$ cat config.mk
export PLATFORM = sky130hd
export DESIGN_NAME = td_status_updater
export DESIGN_NICKNAME = d
export VERILOG_FILES = /design/src/rtl/td_pkg.sv /design/src/rtl/td_token_decode.sv /design/src/rtl/td_status_eval.sv /design/src/rtl/td_status_updater.sv
export SDC_FILE = /design/constraint.sdc
export NUM_CORES = 1
export LEC_CHECK = 0
export CAP_MARGIN = 20
export CORE_MARGIN = 5
export CORE_UTILIZATION = 50
export CTS_CLUSTER_DIAMETER = 50
export DETAILED_ROUTE_END_ITERATION = 16
export GPL_ROUTABILITY_DRIVEN = 1
export PLACE_DENSITY_LB_ADDON = 0.1
export REMOVE_ABC_BUFFERS = 1
export SLEW_MARGIN = 20
export SYNTH_ARGS = -nofsm -noshare
export SYNTH_HDL_FRONTEND = slang
export SYNTH_HIERARCHICAL = 1
export SYNTH_SLANG_ARGS = --single-unit
$ cat constraint.sdc
create_clock -name clk -period 4.6 [get_ports clk]
set_input_delay 0.92 -clock clk [delete_from_list [all_inputs] [get_ports clk]]
set_output_delay 0.92 -clock clk [all_outputs]
set_load 0.01 [all_outputs]
$ cat src/rtl/td_pkg.sv
package td_pkg;
    localparam int CW       = 32;
    localparam int LEN_W    = 11;
    localparam int CNT_W    = LEN_W + 1;

    localparam logic [7:0] PID_SETUP = 8'h2D;
    localparam logic [7:0] PID_IN    = 8'h69;
    localparam logic [7:0] PID_OUT   = 8'hE1;

    localparam int B_ACTIVE = 23;
    localparam int B_IOC    = 24;
    localparam int B_SPD    = 29;
    localparam int B_TMO    = 18;
    localparam int B_NAK    = 19;
    localparam int B_BABL   = 20;
    localparam int B_STALL  = 22;
    localparam int B_ERRLO  = 27;

    typedef enum logic [2:0] {
        XACT_DONE    = 3'd0,
        XACT_NAK     = 3'd1,
        XACT_STALL   = 3'd2,
        XACT_TIMEOUT = 3'd3,
        XACT_BABBLE  = 3'd4
    } xact_e;

    typedef enum logic [1:0] {
        VERD_ADVANCE = 2'd0,
        VERD_KEEP    = 2'd1,
        VERD_STOP    = 2'd2
    } verdict_e;
endpackage

$ cat src/rtl/td_token_decode.sv
module td_token_decode
    import td_pkg::*;
(
    input  logic [CW-1:0]    token,
    output logic [7:0]       pid,
    output logic [6:0]       dev_addr,
    output logic [3:0]       endp,
    output logic [LEN_W-1:0] max_len
);
    logic [1:0] tok_unused;

    assign pid        = token[7:0];
    assign dev_addr   = token[14:8];
    assign endp       = token[18:15];
    assign tok_unused = token[20:19];
    // field holds length minus one; the add wraps at the field width
    assign max_len    = token[CW-1:CW-LEN_W] + LEN_W'(1);
endmodule

$ cat src/rtl/td_status_eval.sv
module td_status_eval
    import td_pkg::*;
(
    input  logic [CW-1:0]    ctrl,
    input  logic [7:0]       pid,
    input  logic [LEN_W-1:0] max_len,
    input  logic [2:0]       code,
    input  logic [CNT_W-1:0] nbytes,
    output logic [CW-1:0]    ctrl_new,
    output logic [1:0]       verd,
    output logic [1:0]       cause,
    output logic             uerr,
    output logic             perr
);
    logic             pid_ok;
    logic             overrun;
    logic             short_pkt;
    logic             babble;
    logic [1:0]       cnt;

    assign pid_ok    = (pid == PID_SETUP) || (pid == PID_IN) || (pid == PID_OUT);
    assign overrun   = nbytes > {1'b0, max_len};
    assign short_pkt = nbytes < {1'b0, max_len};
    assign cnt       = ctrl[B_ERRLO+1:B_ERRLO];

    always_comb begin
        ctrl_new = ctrl;
        verd     = VERD_KEEP;
        cause    = {1'b0, ctrl[B_IOC]};
        uerr     = 1'b0;
        perr     = 1'b0;
        babble   = 1'b0;
        if (!ctrl[B_ACTIVE]) begin
            verd = VERD_KEEP;
        end else if (!pid_ok) begin
            perr = 1'b1;
            verd = VERD_STOP;
        end else begin
            case (code)
                XACT_DONE: begin
                    if (overrun) begin
                        babble = 1'b1;
                    end else begin
                        ctrl_new[LEN_W-1:0] = nbytes[LEN_W-1:0] - LEN_W'(1);
                        ctrl_new[B_ACTIVE]  = 1'b0;
                        if (pid == PID_IN && ctrl[B_SPD] && short_pkt) begin
                            cause[1] = 1'b1;
                            verd     = VERD_KEEP;
                        end else begin
                            verd = VERD_ADVANCE;
                        end
                    end
                end
                XACT_BABBLE: babble = 1'b1;
                XACT_NAK:    ctrl_new[B_NAK] = 1'b1;
                XACT_STALL: begin
                    ctrl_new[B_STALL]  = 1'b1;
                    ctrl_new[B_ACTIVE] = 1'b0;
                end
                XACT_TIMEOUT: begin
                    ctrl_new[B_TMO] = 1'b1;
                    if (cnt != 2'd0) begin
                        ctrl_new[B_ERRLO+1:B_ERRLO] = cnt - 2'd1;
                        if (cnt == 2'd1) begin
                            ctrl_new[B_ACTIVE] = 1'b0;
                            uerr               = 1'b1;
                        end
                    end
                end
                default: verd = VERD_KEEP;
            endcase
            if (babble) begin
                ctrl_new[B_BABL]   = 1'b1;
                ctrl_new[B_STALL]  = 1'b1;
                ctrl_new[B_ACTIVE] = 1'b0;
                verd               = VERD_STOP;
            end
        end
    end
endmodule

$ cat src/rtl/td_status_updater.sv
module td_status_updater
    import td_pkg::*;
(
    input  logic        clk,
    input  logic        rst_n,
    input  logic        req_valid,
    output logic        req_ready,
    input  logic [31:0] ctrl_in,
    input  logic [31:0] token_in,
    input  logic [2:0]  xact_code,
    input  logic [11:0] xfer_len,
    output logic        rsp_valid,
    input  logic        rsp_ready,
    output logic [31:0] ctrl_out,
    output logic [1:0]  verdict,
    output logic [1:0]  int_cause,
    output logic        usb_err,
    output logic        proc_err,
    output logic [7:0]  pid_o,
    output logic [6:0]  dev_addr_o,
    output logic [3:0]  endp_o,
    output logic [10:0] max_len_o
);
    typedef enum logic [1:0] {S_IDLE, S_EVAL, S_DONE} state_e;

    state_e state, state_nx;

    logic [CW-1:0]    ctrl_q, token_q;
    logic [2:0]       code_q;
    logic [CNT_W-1:0] len_q;

    logic [CW-1:0]    ev_ctrl;
    logic [1:0]       ev_verd, ev_cause;
    logic             ev_uerr, ev_perr;

    td_token_decode u_dec (
        .token    (token_q),
        .pid      (pid_o),
        .dev_addr (dev_addr_o),
        .endp     (endp_o),
        .max_len  (max_len_o)
    );

    td_status_eval u_eval (
        .ctrl     (ctrl_q),
        .pid      (pid_o),
        .max_len  (max_len_o),
        .code     (code_q),
        .nbytes   (len_q),
        .ctrl_new (ev_ctrl),
        .verd     (ev_verd),
        .cause    (ev_cause),
        .uerr     (ev_uerr),
        .perr     (ev_perr)
    );

    // state register
    always_ff @(posedge clk) begin
        if (!rst_n) state <= S_IDLE;
        else        state <= state_nx;
    end

    always_comb begin
        state_nx = state;
        unique case (state)
            S_IDLE: if (req_valid) state_nx = S_EVAL;
            S_EVAL: state_nx = S_DONE;
            S_DONE: if (rsp_ready) state_nx = S_IDLE;
            default: state_nx = S_IDLE;
        endcase
    end

    // handshake outputs
    always_comb begin
        req_ready = (state == S_IDLE);
        rsp_valid = (state == S_DONE);
    end

    always_ff @(posedge clk) begin
        if (!rst_n) begin
            ctrl_q    <= '0;
            token_q   <= '0;
            code_q    <= '0;
            len_q     <= '0;
            ctrl_out  <= '0;
            verdict   <= VERD_KEEP;
            int_cause <= '0;
            usb_err   <= 1'b0;
            proc_err  <= 1'b0;
        end else begin
            if (state == S_IDLE && req_valid) begin
                ctrl_q  <= ctrl_in;
                token_q <= token_in;
                code_q  <= xact_code;
                len_q   <= xfer_len;
            end
            if (state == S_EVAL) begin
                ctrl_out  <= ev_ctrl;
                verdict   <= ev_verd;
                int_cause <= ev_cause;
                usb_err   <= ev_uerr;
                proc_err  <= ev_perr;
            end
        end
    end
endmodule

-- Word level (Yosys, flattened, before mapping)
Index checks and enable logic that the tools add are counted.
- bits in registers: 119
- output and inout bits: 70
- word-level logic and storage cells: 81
- add/subtract/negate cells: 3
- magnitude comparators: 2
- eq/ne operators: 12
- mux-type cells: 45
- reductions and logical operators: 9
- operators with widths (kind ; count):
    11-bit 2-to-1 mux ; 4
    2-bit 2-to-1 mux ; 13
    1-bit 2-to-1 mux ; 23
    12-bit by 11-bit > comparator with 1-bit output ; 1
    12-bit by 11-bit less-than comparator with 1-bit output ; 1
    11-bit by 1-bit adder with 11-bit output, second input constant ; 1
    11-bit by 1-bit subtractor with 11-bit output, second input constant ; 1
    8-bit by 6-bit equality test with 1-bit output, second input constant ; 1
    8-bit by 7-bit equality test with 1-bit output, second input constant ; 1
    8-bit equality test, second input constant ; 1
    3-bit by 2-bit equality test with 1-bit output, second input constant ; 2
    3-bit 2-to-1 mux ; 2
    2-bit one-hot mux with 3 select lines ; 1
    2-bit by 1-bit equality test with 1-bit output, second input constant ; 2
    3-bit by 1-bit equality test with 1-bit output, second input constant ; 1
    3-bit equality test, second input constant ; 1
    1-bit logical AND ; 3
    3-bit zero test ; 1
    1-bit one-hot mux with 3 select lines ; 1
    2-bit equality test, second input constant ; 1
    2-bit zero test ; 1
    1-bit logical OR ; 2
    2-bit by 1-bit inequality test with 1-bit output, second input constant ; 1
    2-bit inequality test, second input constant ; 1
    other kinds (4) ; 4

-- Depth between registers and ports, before layout
Gate-level depths: netlist (run 1).
- depth after elaboration: 9
- depth in mapped cells: 14
- mapped depth without buffers: 13

-- Cells and area by module
The synthesis (run 1) kept the hierarchy.
- by module, submodules not included (module ; times used ; cells an instance ; area each (µm²)):
    td_status_updater ; 1 ; 525 ; 4334.2
    td_status_eval ; 1 ; 129 ; 1038.5
    td_token_decode ; 1 ; 41 ; 306.5

-- Least setup slack after synthesis (run 1)
Ideal clock, no wire load.
- path type: register to register
- start: reg token_q[23]
- end: reg ctrl_out[5]
- library setup time: 122 ps
- arrival: 2886 ps
- data required time: 4478 ps
- path slack: 1592 ps
- stages on the path, launching flop included: 15
- cells stage by stage: dfxtp_1 -> and4_4 -> nand4_1 -> xnor2_1 -> inv_1 -> ha_1 -> a21o_1 -> a211oi_2 -> o21ai_1 -> o21ai_2 -> and4bb_4 -> buf_12 -> mux2_4 -> nand2_1 -> a21boi_0
- cells in the longest elaborated chain, start to end: 6
- ends and longest elaborated chain (element ; line ; source):
    start: declaration ; td_status_updater.sv:28 ; logic [CW-1:0] ctrl_q, token_q;
    start signal: assignment ; td_status_updater.sv:93 ; token_q <= token_in;
    11-bit by 1-bit adder with 11-bit output ; td_token_decode.sv:17 ; assign max_len = token[CW-1:CW-LEN_W] + LEN_W'(1);
    net max_len_o[9] ; td_status_updater.sv:22 ; output logic [10:0] max_len_o
    12-bit by 11-bit > comparator with 1-bit output ; td_status_eval.sv:22 ; assign overrun = nbytes > {1'b0, max_len};
    11-bit 2-to-1 mux ; td_status_eval.sv:41 ; if (overrun) begin
    11-bit 2-to-1 mux ; td_status_eval.sv:39 ; case (code)
    11-bit 2-to-1 mux ; td_status_eval.sv:35 ; end else if (!pid_ok) begin
    11-bit 2-to-1 mux ; td_status_eval.sv:33 ; if (!ctrl[B_ACTIVE]) begin
    net ev_ctrl[5] ; td_status_updater.sv:32 ; logic [CW-1:0] ev_ctrl;
    end signal: assignment ; td_status_updater.sv:98 ; ctrl_out <= ev_ctrl;
    end: declaration ; td_status_updater.sv:14 ; output logic [31:0] ctrl_out,
The timed path passes the listed nets, and every way through them passes these cells.
A chain may end at the register's enable or synchronous reset.

-- Worst setup path after layout (run 1)
- start: reg token_q[23]
- end: reg ctrl_out[10]
- cells in the longest elaborated chain, start to end: 6
- ends and longest elaborated chain (element ; line):
    11-bit by 1-bit adder with 11-bit output ; td_token_decode.sv:17
    12-bit by 11-bit > comparator with 1-bit output ; td_status_eval.sv:22
    11-bit 2-to-1 mux ; td_status_eval.sv:41
    11-bit 2-to-1 mux ; td_status_eval.sv:39
    11-bit 2-to-1 mux ; td_status_eval.sv:35
    11-bit 2-to-1 mux ; td_status_eval.sv:33
    net ev_ctrl[10] ; td_status_updater.sv:32
The timed path passes the listed nets, and every way through them passes these cells.

==> out/metrics.cfg, run 1 <==
[place]
dp.cells = 901
io_buffer_count = 150
gp_congestion = 0.813
dpl.hpwl_um = 9130

[timing]
setup_violations = 0
fmax_mhz = 295
period_minus_slack_ps = 3390
worst-slew-pin-transition_ps = 970
rsz0062_at_grt = no
final_max_slew_viol_count = 0
period_share_pct = 73.7
tns_ps = 0
fin_worst_skew_ps = 9.31
hold_viol = 0
max_slew_margin_pct = 35.3

[critical_path]
slowest_stage = dfxtp_1
cp.arrival_ps = 3680
critPathTopFamily = simple AND/OR/NAND/NOR gates
path_buf_inv = 1
critical_path.endpoint_type = register
crit_fanout = 11
reg2reg_from = token_q[23]
required_ps = 4890
max_stage_delay_ps = 450
crit_start = token_q[23]
cp-start-kind = register
crit_chain = and4_4 > nand4_1 > xnor2_1 > inv_1 > ha_1 > a21o_1 > a211oi_2 > o21ai_1 > o21ai_2 > and4bb_4 > mux2_2 > nand2_1 > a21boi_0
critical_path_class = register to register

[layout]
drive_gt1_share_pct = 8.07
fillCellCount = 925
antennaDiodeCount = 0
final_cell_mix = nand2_1 (162), clkdlybuf4s50_1 (149), dfxtp_1 (117)
layout_commonest_cell = nand2_1
fin_cells = 933
fin_nets = 876
area_delta_synth_final_pct = 33.4

[power_and_ir_drop]
swShare_pct = 23.0
clkPwrFrac_pct = 49.2
seq_power_share_pct = 37.8
p_switching_uw = 681
powerDensity_mw_per_mm2 = 395
combPwrFrac_pct = 13.0
p_int_mw = 2.27
cellLeakagePower_nw = 2.70
peakVddDrop_mv = 0.260

[clock_network]
cts_resized = 0
cts_buffers = 17
root_buffer = clkbuf_16
ctsLongestPathBuffers = 2
cts_tree = built
insertion_delay_ps = 410
htree_levels = 4
clk_pin_slew_ps = 50
postCtsSetupRepairBufs = 0
cts_sinks = 117
cts_hold_buf = 0

[run_status]
outcome = completed

[drt]
drt_pass1_iterations = 5
routedWlPerCell_um = 14.2
drt-total-wl_um = 13300
vias = 4807
drt_iter0_drc = 293
drc = 0
postRouteAntennaNets = 0
avgViaCountPerCell = 5.15

[floorplan]
fp.dieW_um = 116
fp-row-count = 38
start_util_pct = 51.3
chipHeight_um = 116
dieArea_mm2 = 0.0134
fp.coreArea_mm2 = 0.0109
ioPinCount = 153

[hold_path]
worstHoldStart = ctrl_q[16]
hold_path_class = register to register

[grt]
antenna_found_initial = 0
grtUsageTotal_pct = 20.0
grt_pass1_wl_um = 21500
grt_max_degree = 104
grt_pass1_vias = 4671
overflow = 0

[yosys]
syn-mean-instance-area_um2 = 8.17
postSynthCellCount = 687
syn-cell-area_mm2 = 0.00561
ys_warn_count = 6

[run]
drv_cap = 0

## per-layer routing
metal / vias to the layer above / track usage [%] / part of all wire (%)
met4: 0 / 6.65 / 1.2
met3: 13 / 6.11 / 5.8
met5: - / 0 / 0
met2: 121 / 33.2 / 49
met1: 2197 / 24.9 / 44
li1: 2476 / - / -
## per-stage QoR
step	cell area [µm²]	hold slack, ps	total power, mW	utilization, %	setup WS, ps
6_report	7490	457	2.95	68.5	1210
3_3_place_gp	6820	443	1.51	62.4	1410
2_1_floorplan	5100	431	1.32	-	689
5_1_grt	7490	469	3.08	68.5	963
4_1_cts	7490	458	2.98	68.5	1210
3_5_place_dp	6820	451	1.52	62.4	1290
## state kept, by name (all words and copies together) (netlist names)
| name | cells |
|---|---|
| ctrl_out | 32 |
| ctrl_q | 32 |
| token_q | 30 |
| len_q | 12 |
| code_q | 3 |
| int_cause | 2 |
| state | 2 |
| verdict | 2 |
| proc_err | 1 |
| usb_err | 1 |
## layout make-up
| class | count | area (µm²) | area share, % |
|---|---|---|---|
| clock buffers | 25 | 526 | 7.02 |
| well taps | 140 | 175 | 2.34 |
| repair buffers | 156 | 1540 | 20.6 |
| flip-flops and latches | 117 | 2340 | 31.3 |
| multi-input cells | 471 | 2700 | 36.0 |
| clock inverters | 7 | 139 | 1.86 |
| inverters | 17 | 63.8 | 0.852 |
## power by group through the flow
| stage | Combinational (mW) | Sequential [mW] | Clock [mW] |
|---|---|---|---|
| final | 0.385 | 1.12 | 1.45 |
| after global routing | 0.426 | 1.12 | 1.52 |
| after CTS | 0.388 | 1.12 | 1.47 |
| after detailed placement | 0.385 | 1.14 | 0 |
| after global placement | 0.375 | 1.13 | 0 |
| after floorplan | 0.181 | 1.14 | 0 |
## tightest hold or removal path, cell delays in order, from the launching register on
cell and delay [ps]:
dfxtp_1 300, nand2_1 50, o21ai_0 60
## path summary, 6_finish.rpt
check	to	slack, ps	cells past startpoint
hold / removal	ctrl_q[16]	460	2
hold reg to reg	ctrl_q[16]	460	2
setup / recovery	ctrl_out[10]	1210	13
setup reg to reg	ctrl_out[10]	1210	13
(Power assumes the default switching activity.)
==> run 2: changes to the inputs <==
--- a/config.mk
+++ b/config.mk
@@ -7,7 +7,7 @@
 export LEC_CHECK = 0
 export CAP_MARGIN = 20
 export CORE_MARGIN = 5
-export CORE_UTILIZATION = 50
+export CORE_UTILIZATION = 44
 export CTS_CLUSTER_DIAMETER = 50
 export DETAILED_ROUTE_END_ITERATION = 16
 export GPL_ROUTABILITY_DRIVEN = 1
==> constraint.sdc (replaced) <==
create_clock -name clk -period 2.8 [get_ports clk]
set_input_delay 0.56 -clock clk [delete_from_list [all_inputs] [get_ports clk]]
set_output_delay 0.56 -clock clk [all_outputs]
set_load 0.01 [all_outputs]
==> run 2 against run 1 <==
The run now ends with setup timing left. Clock-buffer cell count unchanged. Clock skew about the same. Die area increased by 12%. Power increased by 60%. Clock power increased by 46%. Worst setup slack got worse by 1300 ps. Non-clock buffer count increased by 37. Sequential power increased by 63%. First-iteration DRC count decreased by 5.8%. Cell area increased by 6.8%. Wire length increased by 6.8%. Sequential share of layout area decreased by 2.0 points. Critical path type unchanged.
==> out/metrics.cfg, run 2 (synthesis gave the netlist of run 1 again) <==
[run_status]
outcome = finished with violations
violations = setup timing

[critical_path]
cp-start-kind = register
r2r_cells = 13
max_stage_delay_ps = 430
required_ps = 3100
critPathTopFamily = simple AND/OR/NAND/NOR gates
reg2reg_setup_slack_ps = -120
path_buf_inv = 3
timing.rr.end = ctrl_out[10]
crit_fanout = 5
crit_chain = ha_4 > buf_4 > xor2_2 > inv_1 > ha_1 > nand4_1 > or3_4 > o21ai_4 > and4bb_4 > buf_4 > mux2_2 > nand2_1 > a21boi_0
cp_common_cell = buf_4
critical_path_class = register to register
crit_start = token_q[21]
cp.arrival_ps = 3220
critical_path.endpoint_type = register
slowest_stage = or3_4
reg2reg_from = token_q[21]

[timing]
hold_viol = 0
period_minus_slack_ps = 2920
period_share_pct = 104
final_max_slew_viol_count = 0
setup_violations = 10
fmax_mhz = 343
tns_ps = -1030
fin_worst_skew_ps = 9.55
fin_ws_ps = -119
worst-slew-pin-transition_ps = 839
max_slew_margin_pct = 44.0
rsz0062_at_grt = yes

[power_and_ir_drop]
peakVddDrop_mv = 0.405
cellLeakagePower_nw = 2.94
seq_power_share_pct = 38.8
clkPwrFrac_pct = 45.0
p_int_mw = 3.57
swShare_pct = 24.2
combPwrFrac_pct = 16.2
powerDensity_mw_per_mm2 = 590
p_switching_mw = 1.14

[layout]
final_cell_mix = nand2_1 (160), clkdlybuf4s50_1 (149), dfxtp_1 (114)
fin_cells = 999
antennaDiodeCount = 0
fillCellCount = 1122
fin_nets = 913
multiInputGateArea_mm2 = 0.00289
reg_top3 = ctrl_out (32), ctrl_q (32), token_q (30)
layout_commonest_cell = nand2_1
area_delta_synth_final_pct = 42.5
drive_gt1_share_pct = 15.1
ff_latch_area_mm2 = 0.00235

[clock_network]
cts_buffers = 17
clk_pin_slew_ps = 50
ctsLongestPathBuffers = 2
htree_levels = 4
cts_sinks = 117
root_buffer = clkbuf_16
insertion_delay_ps = 420
cts_tree = built

[floorplan]
start_util_pct = 44.6
ioPinCount = 153
fp.coreArea_mm2 = 0.0126
chipHeight_um = 123
dieArea_mm2 = 0.0151
fp.dieW_um = 123
fp-row-count = 41

[drt]
avgViaCountPerCell = 4.96
vias = 4955
drt_pass1_iterations = 4
postRouteAntennaNets = 0
drc = 0
drt_iter0_drc = 276
drt-total-wl_um = 14200
routedWlPerCell_um = 14.2

[place]
dp.cells = 961
pre_cts_slack_ps = -251
gp_congestion = 0.784
io_buffer_count = 150
dpl.hpwl_um = 9600

[grt]
grt_pass1_wl_um = 22500
grtUsageTotal_pct = 18.8
grt_pass1_vias = 4802
grt_max_degree = 88
antenna_found_initial = 0
overflow = 0

[hold_path]
whs_path_depth = 2
hold_path_class = register to register
worstHoldStart = ctrl_out[8]
hold_end = ctrl_out[8]

[run]
drv_cap = 0

run 2: cell type report:
class	count	area share, %
clock buffer	25	6.32
timing repair buffer	193	23.8
inverter	17	0.798
clock inverter	4	0.876
tap	172	2.69
multi-input combinational	471	36.2
sequential	117	29.3
run 2: how the worst max path moves through the flow:
| stage | end | slack [ps] | cells past startpoint |
|---|---|---|---|
| 3_5_place_dp | ctrl_out[6] | -250 | 14 |
| 3_3_place_gp | ctrl_out[2] | -160 | 14 |
| 2_1_floorplan | code_q[0] | -750 | 2 |
| 5_1_grt | ctrl_out[10] | -230 | 14 |
| 6_report | ctrl_out[10] | -120 | 13 |
| 4_1_cts | ctrl_out[10] | -110 | 14 |
run 2: worst register-to-register path: stages, from the launching register on:
cell	delay, ps
dfxtp_1	380
ha_4	190
buf_4	130
xor2_2	190
inv_1	80
ha_1	310
nand4_1	130
or3_4	430
o21ai_4	70
and4bb_4	330
buf_4	130
mux2_2	310
nand2_1	50
a21boi_0	70
run 2: repair_timing:
item                                    4_1_cts  5_1_grt
setup buffers                                 5        4
endpoints found under the setup margin       13       13
resized for setup                            31       14
pin swaps                                    19       15
hold buffers                                  0        0
gates cloned                                  1        0
run 2: metrics by stage:
step / power, mW / hold slack [ps] / instance area (µm²) / utilization [%]
4_1_cts: 4.74 / 454 / 7910 / 62.9
6_report: 4.72 / 449 / 8000 / 63.6
5_1_grt: 4.92 / 478 / 8000 / 63.6
2_1_floorplan: 2.16 / 431 / 5100 / -
3_5_place_dp: 2.56 / 452 / 7130 / 56.8
3_3_place_gp: 2.54 / 443 / 7130 / 56.8
run 2: power groups by stage:
stage          sequential (mW)  combinational [mW]  clock [mW]
2_1_floorplan             1.87               0.297           0
3_3_place_gp              1.86               0.686           0
3_5_place_dp              1.86               0.702           0
4_1_cts                   1.83               0.750        2.16
5_1_grt                   1.85               0.837        2.23
6_report                  1.83               0.763        2.12
run 2: per-layer routing:
layer,track usage (%),wire [µm]
met2,31.2,6970
met4,7.77,134
met3,4.94,726
met1,23.1,6350
met5,0,0
